### src/rtl/usb_epf_pkg.sv
`timescale 1ns/1ps
package usb_epf_pkg;
  localparam int DW = 8;
  localparam int RAW = 2;

  localparam logic [RAW-1:0] RA_STATUS = 2'd0;
  localparam logic [RAW-1:0] RA_STAGE  = 2'd1;
  localparam logic [RAW-1:0] RA_MISC   = 2'd2;
  localparam logic [RAW-1:0] RA_ACTIVE = 2'd3;

  // STATUS bit positions
  localparam int SB_MODE = 0;
  localparam int SB_ERR  = 1;
  localparam int SB_OUT  = 2;
  // MISC bit positions
  localparam int MB_REQ    = 0;
  localparam int MB_TX     = 1;
  localparam int MB_FLUSH  = 2;
  localparam int MB_SETCMD = 5;
  localparam int MB_READY  = 6;
  localparam int MB_LEN0   = 7;

  // sticky flag indices
  localparam int NFLAG    = 4;
  localparam int F_OUT    = 0;
  localparam int F_ERR    = 1;
  localparam int F_LEN0   = 2;
  localparam int F_SETCMD = 3;
endpackage

### src/rtl/usb_epf_flag.sv
`timescale 1ns/1ps
module usb_epf_flag (
  input  logic clk,
  input  logic rst_n,
  input  logic set_i,
  input  logic clr_i,
  output logic q_o
);
  always_ff @(posedge clk) begin
    if (!rst_n)     q_o <= 1'b0;
    else if (set_i) q_o <= 1'b1;
    else if (clr_i) q_o <= 1'b0;
  end

  a_r6_set_wins: assert property (@(posedge clk) disable iff (!rst_n)
    set_i |=> q_o);
  a_r6_clear_applies: assert property (@(posedge clk) disable iff (!rst_n)
    (clr_i && !set_i) |=> !q_o);
  a_r6_hold: assert property (@(posedge clk) disable iff (!rst_n)
    (!clr_i && !set_i) |=> $stable(q_o));
endmodule

### src/rtl/usb_epf_addr.sv
`timescale 1ns/1ps
module usb_epf_addr #(
  parameter int AW = 7
) (
  input  logic          clk,
  input  logic          rst_n,
  input  logic          stage_we_i,
  input  logic [AW-1:0] stage_wdata_i,
  input  logic          mode_i,
  input  logic          in_ok_i,
  output logic [AW-1:0] stage_o,
  output logic [AW-1:0] addr_o
);
  logic [AW-1:0] stage_d;
  logic          commit;

  assign stage_d = stage_we_i ? stage_wdata_i : stage_o;
  assign commit  = mode_i ? in_ok_i : stage_we_i;

  always_ff @(posedge clk) begin
    if (!rst_n) begin
      stage_o <= '0;
      addr_o  <= '0;
    end else begin
      stage_o <= stage_d;
      if (commit) addr_o <= stage_d;
    end
  end

  a_r7_immediate: assert property (@(posedge clk) disable iff (!rst_n)
    (stage_we_i && !mode_i) |=> addr_o == $past(stage_wdata_i));
  a_r8_deferred_hold: assert property (@(posedge clk) disable iff (!rst_n)
    (mode_i && !in_ok_i) |=> $stable(addr_o));
  a_r8_deferred_commit: assert property (@(posedge clk) disable iff (!rst_n)
    (mode_i && in_ok_i && !stage_we_i) |=> addr_o == $past(stage_o));
endmodule

### src/rtl/usb_epf_underrun.sv
`timescale 1ns/1ps
module usb_epf_underrun (
  input  logic clk,
  input  logic rst_n,
  input  logic flush_req_i,
  input  logic in_req_i,
  output logic flush_o,
  output logic armed_o,
  output logic force_err_o
);
  always_ff @(posedge clk) begin
    if (!rst_n) begin
      flush_o <= 1'b0;
      armed_o <= 1'b0;
    end else begin
      flush_o <= flush_req_i;
      if (flush_req_i)   armed_o <= 1'b1;
      else if (in_req_i) armed_o <= 1'b0;
    end
  end

  assign force_err_o = armed_o & in_req_i;

  a_r9_flush_arms: assert property (@(posedge clk) disable iff (!rst_n)
    flush_req_i |=> (flush_o && armed_o));
  a_r9_flush_single: assert property (@(posedge clk) disable iff (!rst_n)
    !flush_req_i |=> !flush_o);
  a_r10_one_shot: assert property (@(posedge clk) disable iff (!rst_n)
    (armed_o && in_req_i && !flush_req_i) |=> !armed_o);
endmodule

### src/rtl/usb_epf_regs.sv
`timescale 1ns/1ps
module usb_epf_regs
  import usb_epf_pkg::*;
#(
  parameter int AW = 7
) (
  input  logic           clk,
  input  logic           rst_n,
  input  logic           ev_setup,
  input  logic           ev_out,
  input  logic           ev_out_zlp,
  input  logic           ev_fifo_err,
  input  logic           ev_fifo_rd,
  input  logic           ev_in_ok,
  input  logic           in_req,
  input  logic           fifo_ready,
  input  logic           wr_en,
  input  logic [RAW-1:0] wr_addr,
  input  logic [DW-1:0]  wr_data,
  input  logic [RAW-1:0] rd_addr,
  output logic [DW-1:0]  rd_data,
  output logic [AW-1:0]  dev_addr,
  output logic           fifo_flush,
  output logic           force_tx_err
);
  localparam int PAD = DW - AW;

  logic wr_status, wr_stage, wr_misc;
  logic mode_q, tx_q, req_q;
  logic armed;
  logic [AW-1:0] stage_q;
  logic [NFLAG-1:0] fset, fclr, fq;
  logic unused_wdata;

  assign wr_status = wr_en && (wr_addr == RA_STATUS);
  assign wr_stage  = wr_en && (wr_addr == RA_STAGE);
  assign wr_misc   = wr_en && (wr_addr == RA_MISC);
  assign unused_wdata = &{1'b0, wr_data[4:3], wr_data[DW-1:AW]};

  always_ff @(posedge clk) begin
    if (!rst_n) begin
      mode_q <= 1'b0;
      tx_q   <= 1'b0;
      req_q  <= 1'b0;
    end else begin
      if (wr_status) mode_q <= wr_data[SB_MODE];
      if (wr_misc) begin
        tx_q  <= wr_data[MB_TX];
        req_q <= wr_data[MB_REQ];
      end
    end
  end

  // per-flag set and clear sources
  always_comb begin
    fset = '0;
    fclr = '0;
    fset[F_OUT]    = ev_out;
    fclr[F_OUT]    = ev_setup | (wr_status & ~wr_data[SB_OUT]);
    fset[F_ERR]    = ev_fifo_err;
    fclr[F_ERR]    = wr_status & ~wr_data[SB_ERR];
    fset[F_LEN0]   = ev_out_zlp;
    fclr[F_LEN0]   = ev_fifo_rd;
    fset[F_SETCMD] = ev_setup;
    fclr[F_SETCMD] = wr_misc & ~wr_data[MB_SETCMD];
  end

  for (genvar g = 0; g < NFLAG; g++) begin : g_flag
    usb_epf_flag u_flag (
      .clk   (clk),
      .rst_n (rst_n),
      .set_i (fset[g]),
      .clr_i (fclr[g]),
      .q_o   (fq[g])
    );
  end

  usb_epf_addr #(.AW(AW)) u_addr (
    .clk           (clk),
    .rst_n         (rst_n),
    .stage_we_i    (wr_stage),
    .stage_wdata_i (wr_data[AW-1:0]),
    .mode_i        (mode_q),
    .in_ok_i       (ev_in_ok),
    .stage_o       (stage_q),
    .addr_o        (dev_addr)
  );

  usb_epf_underrun u_urun (
    .clk         (clk),
    .rst_n       (rst_n),
    .flush_req_i (wr_misc & wr_data[MB_FLUSH]),
    .in_req_i    (in_req),
    .flush_o     (fifo_flush),
    .armed_o     (armed),
    .force_err_o (force_tx_err)
  );

  always_comb begin
    rd_data = '0;
    case (rd_addr)
      RA_STATUS: begin
        rd_data[SB_OUT]  = fq[F_OUT];
        rd_data[SB_ERR]  = fq[F_ERR];
        rd_data[SB_MODE] = mode_q;
      end
      RA_STAGE:  rd_data = {{PAD{1'b0}}, stage_q};
      RA_MISC: begin
        rd_data[MB_LEN0]   = fq[F_LEN0];
        rd_data[MB_READY]  = fifo_ready;
        rd_data[MB_SETCMD] = fq[F_SETCMD];
        rd_data[MB_TX]     = tx_q;
        rd_data[MB_REQ]    = req_q;
      end
      default:   rd_data = {{PAD{1'b0}}, dev_addr};
    endcase
  end

  a_r2_setup_clears_out: assert property (@(posedge clk) disable iff (!rst_n)
    (ev_setup && !ev_out) |=> !fq[F_OUT]);
  a_r3_err_fw_only: assert property (@(posedge clk) disable iff (!rst_n)
    (!wr_status && !ev_fifo_err) |=> $stable(fq[F_ERR]));
  a_r4_len0_fw_immune: assert property (@(posedge clk) disable iff (!rst_n)
    (!ev_out_zlp && !ev_fifo_rd) |=> $stable(fq[F_LEN0]));
  a_r10_err_needs_request: assert property (@(posedge clk) disable iff (!rst_n)
    !in_req |-> !force_tx_err);
endmodule

### config.mk
export PLATFORM = sky130hd
export DESIGN_NAME = usb_epf_regs
export DESIGN_NICKNAME = d
export VERILOG_FILES = /design/src/rtl/usb_epf_pkg.sv /design/src/rtl/usb_epf_flag.sv /design/src/rtl/usb_epf_addr.sv /design/src/rtl/usb_epf_underrun.sv /design/src/rtl/usb_epf_regs.sv
export SDC_FILE = /design/constraint.sdc
export NUM_CORES = 1
export LEC_CHECK = 0
export BUFFER_PORTS_ARGS = -buffer_cell sky130_fd_sc_hd__buf_2
export CAP_MARGIN = 40
export CORE_MARGIN = 8
export CORE_UTILIZATION = 45
export CTS_BUF_LIST = sky130_fd_sc_hd__clkbuf_4
export CTS_CLUSTER_DIAMETER = 40
export DETAILED_ROUTE_END_ITERATION = 12
export PLACE_DENSITY = 0.73
export SETUP_SLACK_MARGIN = 0.15
export SYNTH_ARGS = -nofsm -noshare
export SYNTH_HDL_FRONTEND = slang
export SYNTH_SLANG_ARGS = --single-unit
export TNS_END_PERCENT = 30
### constraint.sdc
create_clock -name clk -period 1.5 [get_ports clk]
set_input_delay 0.075 -clock clk [delete_from_list [all_inputs] [get_ports clk]]
set_output_delay 0.075 -clock clk [all_outputs]
set_load 0.02 [all_outputs]
==> results of run 1 <==
[placed cells by master, fill, tap and decap left out, types with 2 or more instances in the layout]
| cell | count |
|---|---|
| a211oi_2 | 7 |
| a21oi_1 | 5 |
| a22o_1 | 2 |
| and2_1 | 2 |
| buf_2 | 35 |
| buf_4 | 6 |
| buf_6 | 3 |
| clkbuf_4 | 4 |
| dfxtp_1 | 18 |
| dfxtp_2 | 5 |
| dlygate4sd3_1 | 4 |
| inv_1 | 4 |
| mux2_1 | 2 |
| mux2i_1 | 13 |
| mux4_2 | 2 |
| nand2b_1 | 2 |
| nand3b_1 | 2 |
| nor2_1 | 14 |
| nor2b_1 | 3 |
| nor3_1 | 7 |
| o21ai_1 | 2 |
[per-layer routing]
layer	GRT usage	up-vias
met5	0	-
met4	0.0736	0
met3	0.0464	4
met2	0.220	31
met1	0.145	425
li1	-	458
[how the worst max path moves through the flow]
| stage | end | slack, ns | depth (start not counted) |
|---|---|---|---|
| floorplan | u_addr.addr_o[2] | 0.30 | 5 |
| global placement | u_addr.addr_o[6] | 0.21 | 3 |
| detailed placement | u_addr.addr_o[2] | 0.18 | 3 |
| CTS | rd_data[6] | 0.14 | 3 |
| global route | rd_data[0] | 0.09 | 2 |
| finish | rd_data[6] | 0.15 | 3 |
[cell families after synthesis]
group           Yosys count
mux                      17
compound gates           17
flops                    23
buf+inv                  12
simple gates             37
[flip-flops by register name (all words and copies together), names as in the netlist]
name               flops
u_urun.armed_o         1
u_urun.flush_o         1
g_flag.u_flag.q_o      4
req_q                  1
mode_q                 1
u_addr.stage_o         7
u_addr.addr_o          7
tx_q                   1
[power by group through the flow]
stage | Sequential (mW) | Clock [mW] | Combinational [mW]
6_report | 0.660 | 0.299 | 0.244
2_1_floorplan | 0.683 | 0 | 0.130
3_5_place_dp | 0.673 | 0 | 0.217
3_3_place_gp | 0.670 | 0 | 0.212
4_1_cts | 0.659 | 0.308 | 0.242
5_1_grt | 0.664 | 0.334 | 0.266
[through the flow]
stage	hold slack, ns	utilization	std cells
final	0.0120	0.628	178
after global routing	0.00109	0.628	178
after CTS	0.00567	0.624	178
after detailed placement	0.296	0.571	167
after global placement	0.279	0.571	167
after floorplan	0.192	-	106
[repair_timing]
| item | CTS | global route |
|---|---|---|
| endpoints found under the setup margin | 4 | 11 |
| hold buffers | 4 | 0 |
| setup buffers | 3 | 0 |
| pin swaps | 1 | 0 |
| gates resized for setup | 11 | 2 |
| endpoints found under the hold margin | 3 | 0 |
[area by class of cell]
class	count	area, sq um
inverter	4	15.0
sequential	23	467
multi-input combinational	71	549
timing repair buffer	48	294
tap	28	35.0
fill	193	822
clock buffer	4	30.0
[worst max-delay path, stage by stage (launching register included)]
cell and delay [ns]:
dfxtp_2 0.34, mux2_1 0.29, a22o_1 0.22, buf_6 0.13
==> flow_metrics.env, run 1 <==
export IMPL_tritoncts="done"
export IMPL_placed_cell_area_sq_um=1260
export IMPL_syn_instance_count=106
export IMPL_power_total_mw=1.20
export IMPL_synthAdderAreaFrac=0
export IMPL_fmaxAchievable_mhz=739
export IMPL_syn_avg_cell_area_sq_um=9.99
export IMPL_ir_drop_uv=522
export IMPL_rows=17
export IMPL_antenna_found_initial=0
export IMPL_hold_path_depth=3
export IMPL_ys_flop_type="dfxtp_1"
export IMPL_highest_layer="met4"
export IMPL_yosysMostFrequentCell="dfxtp_1"
export IMPL_synth_xor_area_share=0
export IMPL_viasPerCell=5.16
export IMPL_root_buffer="clkbuf_4"
export IMPL_reg2reg_depth=4
export IMPL_drive_gt1_frac=0.427
export IMPL_ant_nets=0
export IMPL_clkPwrFrac=0.248
export IMPL_cts_sinks=23
export IMPL_cp_startpoint="u_addr.addr_o[6]"
export IMPL_finalSetupViolations=0
export IMPL_insertion_delay_ns=0.30
export IMPL_finalWorstSetupSlack_ns=0.146
export IMPL_power_switching_uw=323
export IMPL_die_h_um=64.5
export IMPL_period_minus_slack_ns=1.35
export IMPL_clkTransAtPathRegs_ns=0.12
export IMPL_cp_arrival_ns=1.28
export IMPL_p_leak_nw=0.674
export IMPL_crit_fanout=2
export IMPL_status="complete, no violations"
export IMPL_power_frac_seq=0.549
export IMPL_rr_startpoint="g_flag[0].u_flag.q_o"
export IMPL_grt_usage=0.133
export IMPL_synth_top_family_by_area="multiplexers"
export IMPL_syn_nets=129
export IMPL_p_sw_frac=0.268
export IMPL_core_sq_um=2210
export IMPL_maxSlewViolCount=0
export IMPL_htreeDepth=1
export IMPL_fin_worst_skew_ns=0.00122
export IMPL_ys_seq_area_frac=0.435
export IMPL_synth_cell_types=26
export IMPL_die_x_um=64.5
export IMPL_tightest_slew_ns=0.377
export IMPL_final_cell_area_sq_um=1390
export IMPL_min_from="ev_setup"
export IMPL_synth_top_cell_area_share=0.435
export IMPL_rsz0062_at_grt="yes"
export IMPL_p_int_uw=880
export IMPL_hold_class="input port to register"
export IMPL_synth_warnings=0
export IMPL_syn_area_sq_um=1060
export IMPL_yosysTopAreaCell="dfxtp_1"
export IMPL_overflow=0
export IMPL_cap_violations=0
export IMPL_area_growth_syn_to_layout_pct=31.3
export IMPL_cp_end_kind="output pin"
export IMPL_pwr_share_comb=0.203
export IMPL_antenna_cells=0
export IMPL_wire_per_inst_um=14.9
export IMPL_slew_headroom=0.748
export IMPL_wl_met3_um=203
export IMPL_routed_wl_met2_mm=1.24
export IMPL_start_util=0.479
export IMPL_grt_max_degree=23
export IMPL_ys_ff_latch=23
export IMPL_yosys_area_share_simple=0.184
export IMPL_drcViolationCount=0
export IMPL_globalplace_congestion=0.730
export IMPL_critPathLaunchType="register"
export IMPL_critPathKind="register to output pin"
export IMPL_dp_hpwl_mm=1.96
export IMPL_boundaryPins=40
export IMPL_grt_pass1_wl_mm=4.51
export IMPL_r2r_end="g_flag[0].u_flag.q_o"
export IMPL_firstDrtPassIters=4
export IMPL_grt_pass1_vias=1041
export IMPL_place_ws_ns=0.182
export IMPL_finalWirelength_mm=2.66
export IMPL_synth_edf_count=0
export IMPL_synth_async_reset_ratio=0
export IMPL_finalHoldViolations=0
export IMPL_drt_iter0_markers=16
export IMPL_muxShareOfSynthArea=0.187
export IMPL_cts_inserted_buffers=3
export IMPL_synth_compound_area_share=0.139
export IMPL_clk_path_buf_depth=2
export IMPL_drt_met1_wl_mm=1.19
export IMPL_dieArea_sq_um=4160
export IMPL_final_period_utilization=0.902
export IMPL_yosys_top_cells_area="dfxtp_1, mux2i_1, a211oi_2"
export IMPL_regToRegSetupSlack_ns=0.26
export IMPL_critical_path_required_ns=1.42
export IMPL_synth_common_cells="dfxtp_1, nor2_1, mux2i_1"
export IMPL_num_vias=918
export IMPL_nets=174
export IMPL_holdPathEnd="g_flag[3].u_flag.q_o"
export IMPL_powerDensity_nw_per_um2=865
export IMPL_tns_ns=0
export IMPL_io_buffers=38
(Power assumes the default switching activity.)
==> inputs of run 2 (changes only) <==
CTS_BUF_LIST = sky130_fd_sc_hd__clkbuf_2   (was sky130_fd_sc_hd__clkbuf_4)
PLACE_DENSITY = 0.74   (was 0.73)
==> run 2 against run 1 <==
  * Wire length increased by 3.0%
  * Sequential power about the same
  * Power shrank 2.6%
  * Final area rose by 3.8%
  * Critical path type is now register to register
==> flow_metrics.env, run 2 (synthesis results as in run 1) <==
export IMPL_htreeDepth=1
export IMPL_cp_end_kind="register"
export IMPL_powerDensity_nw_per_um2=811
export IMPL_final_cell_area_sq_um=1440
export IMPL_cts_inserted_buffers=3
export IMPL_reg_top3="u_addr.addr_o: 7 flops, u_addr.stage_o: 7 flops, g_flag.u_flag.q_o: 4 flops"
export IMPL_firstDrtPassIters=4
export IMPL_ant_nets=0
export IMPL_cts_sinks=23
export IMPL_antenna_cells=0
export IMPL_grt_max_degree=23
export IMPL_dp_hpwl_mm=1.89
export IMPL_viasPerCell=5.08
export IMPL_globalplace_congestion=0.742
export IMPL_critPathKind="register to register"
export IMPL_hold_class="input port to register"
export IMPL_hold_path_depth=3
export IMPL_final_period_utilization=0.926
export IMPL_slew_headroom=0.720
export IMPL_p_leak_nw=0.704
export IMPL_grt_usage=0.132
export IMPL_core_sq_um=2210
export IMPL_crit_fanout=7
export IMPL_fillers=193
export IMPL_ir_drop_uv=643
export IMPL_critPathLaunchType="register"
export IMPL_overflow=0
export IMPL_rr_startpoint="mode_q"
export IMPL_rows=17
export IMPL_layout_common_cells="buf_2, dfxtp_1, nor2_1"
export IMPL_regToRegSetupSlack_ns=0.11
export IMPL_num_vias=934
export IMPL_reg2reg_depth=3
export IMPL_io_buffers=38
export IMPL_tightest_slew_ns=0.418
export IMPL_die_x_um=64.5
export IMPL_period_minus_slack_ns=1.39
export IMPL_nets=180
export IMPL_tns_ns=0
export IMPL_cap_violations=0
export IMPL_maxSlewViolCount=0
export IMPL_wire_per_inst_um=14.9
export IMPL_boundaryPins=40
export IMPL_r2r_end="u_addr.addr_o[4]"
export IMPL_finalHoldViolations=0
export IMPL_clk_path_buf_depth=2
export IMPL_tritoncts="done"
export IMPL_power_total_mw=1.17
export IMPL_fmaxAchievable_mhz=720
export IMPL_finalWorstSetupSlack_ns=0.112
export IMPL_antenna_found_initial=0
export IMPL_drcViolationCount=0
export IMPL_start_util=0.479
export IMPL_holdPathEnd="u_addr.stage_o[3]"
export IMPL_clkTransAtPathRegs_ns=0.20
export IMPL_finalWirelength_mm=2.74
export IMPL_critical_path_required_ns=1.73
export IMPL_dieArea_sq_um=4160
export IMPL_cp_arrival_ns=1.62
export IMPL_grt_pass1_wl_mm=4.42
export IMPL_insertion_delay_ns=0.33
export IMPL_rsz0062_at_grt="yes"
export IMPL_drive_gt1_frac=0.417
export IMPL_place_ws_ns=0.207
export IMPL_grt_pass1_vias=972
export IMPL_final_common_cell="buf_2"
export IMPL_die_h_um=64.5
export IMPL_placed_cell_area_sq_um=1260
export IMPL_root_buffer="clkbuf_2"
export IMPL_fin_worst_skew_ns=0.000461
export IMPL_drt_iter0_markers=24
export IMPL_area_growth_syn_to_layout_pct=36.3
export IMPL_hold_ws_ns=0.0122
export IMPL_status="complete, no violations"
export IMPL_finalSetupViolations=0
export IMPL_min_from="wr_data[3]"
[run 2: timing repair]
item / in CTS / in global routing
pin swaps: 1 / 1
hold endpoints to repair: 6 / 3
setup buffers: 4 / 0
resized for setup: 12 / 3
hold buffers: 7 / 2
setup endpoints to repair: 11 / 11
[run 2: critical path, stage by stage (launching register included)]
cell and delay, ns:
dfxtp_2 0.37, nor4bb_1 0.39, or2_1 0.41, a211oi_2 0.13
[run 2: cell type report]
class                   count  area, sq um  area share
clock buffers               4         20.0      0.0139
inverters                   4         15.0      0.0104
multi-input cells          71          548       0.380
flip-flops and latches     23          467       0.324
well taps                  28         35.0      0.0243
repair buffers             54          358       0.248
[run 2: per-stage QoR]
stage / util / cells
finish: 0.652 / 184
global route: 0.652 / 184
CTS: 0.639 / 182
detailed placement: 0.571 / 167
global placement: 0.571 / 167
floorplan: - / 106
[run 2: per-layer routing]
layer  share of wire  global-route usage  vias up
li1                -                   -      469
met1            0.43               0.150      428
met2            0.48               0.220       32
met3           0.076              0.0412        5
met4           0.014              0.0627        0
met5               0                   0        -
[run 2: power breakdown]
part / leakage, nW / switching [mW] / internal [mW] / total (mW)
Clock: 0.0166 / 0.178 / 0.0706 / 0.249
Combinational: 0.497 / 0.132 / 0.130 / 0.262
Sequential: 0.190 / 0.0167 / 0.643 / 0.660
Total: 0.704 / 0.327 / 0.844 / 1.17
[run 2: worst max path at each step]
stage                     startpoint                to  slack, ns  cells after the start
floorplan                     mode_q  u_addr.addr_o[2]       0.30                      5
global placement              mode_q  u_addr.addr_o[6]       0.22                      3
detailed placement            mode_q  u_addr.addr_o[4]       0.21                      3
CTS                 u_addr.addr_o[0]        rd_data[0]       0.11                      2
global route        u_addr.addr_o[0]        rd_data[0]       0.03                      2
finish                        mode_q  u_addr.addr_o[4]       0.11                      3
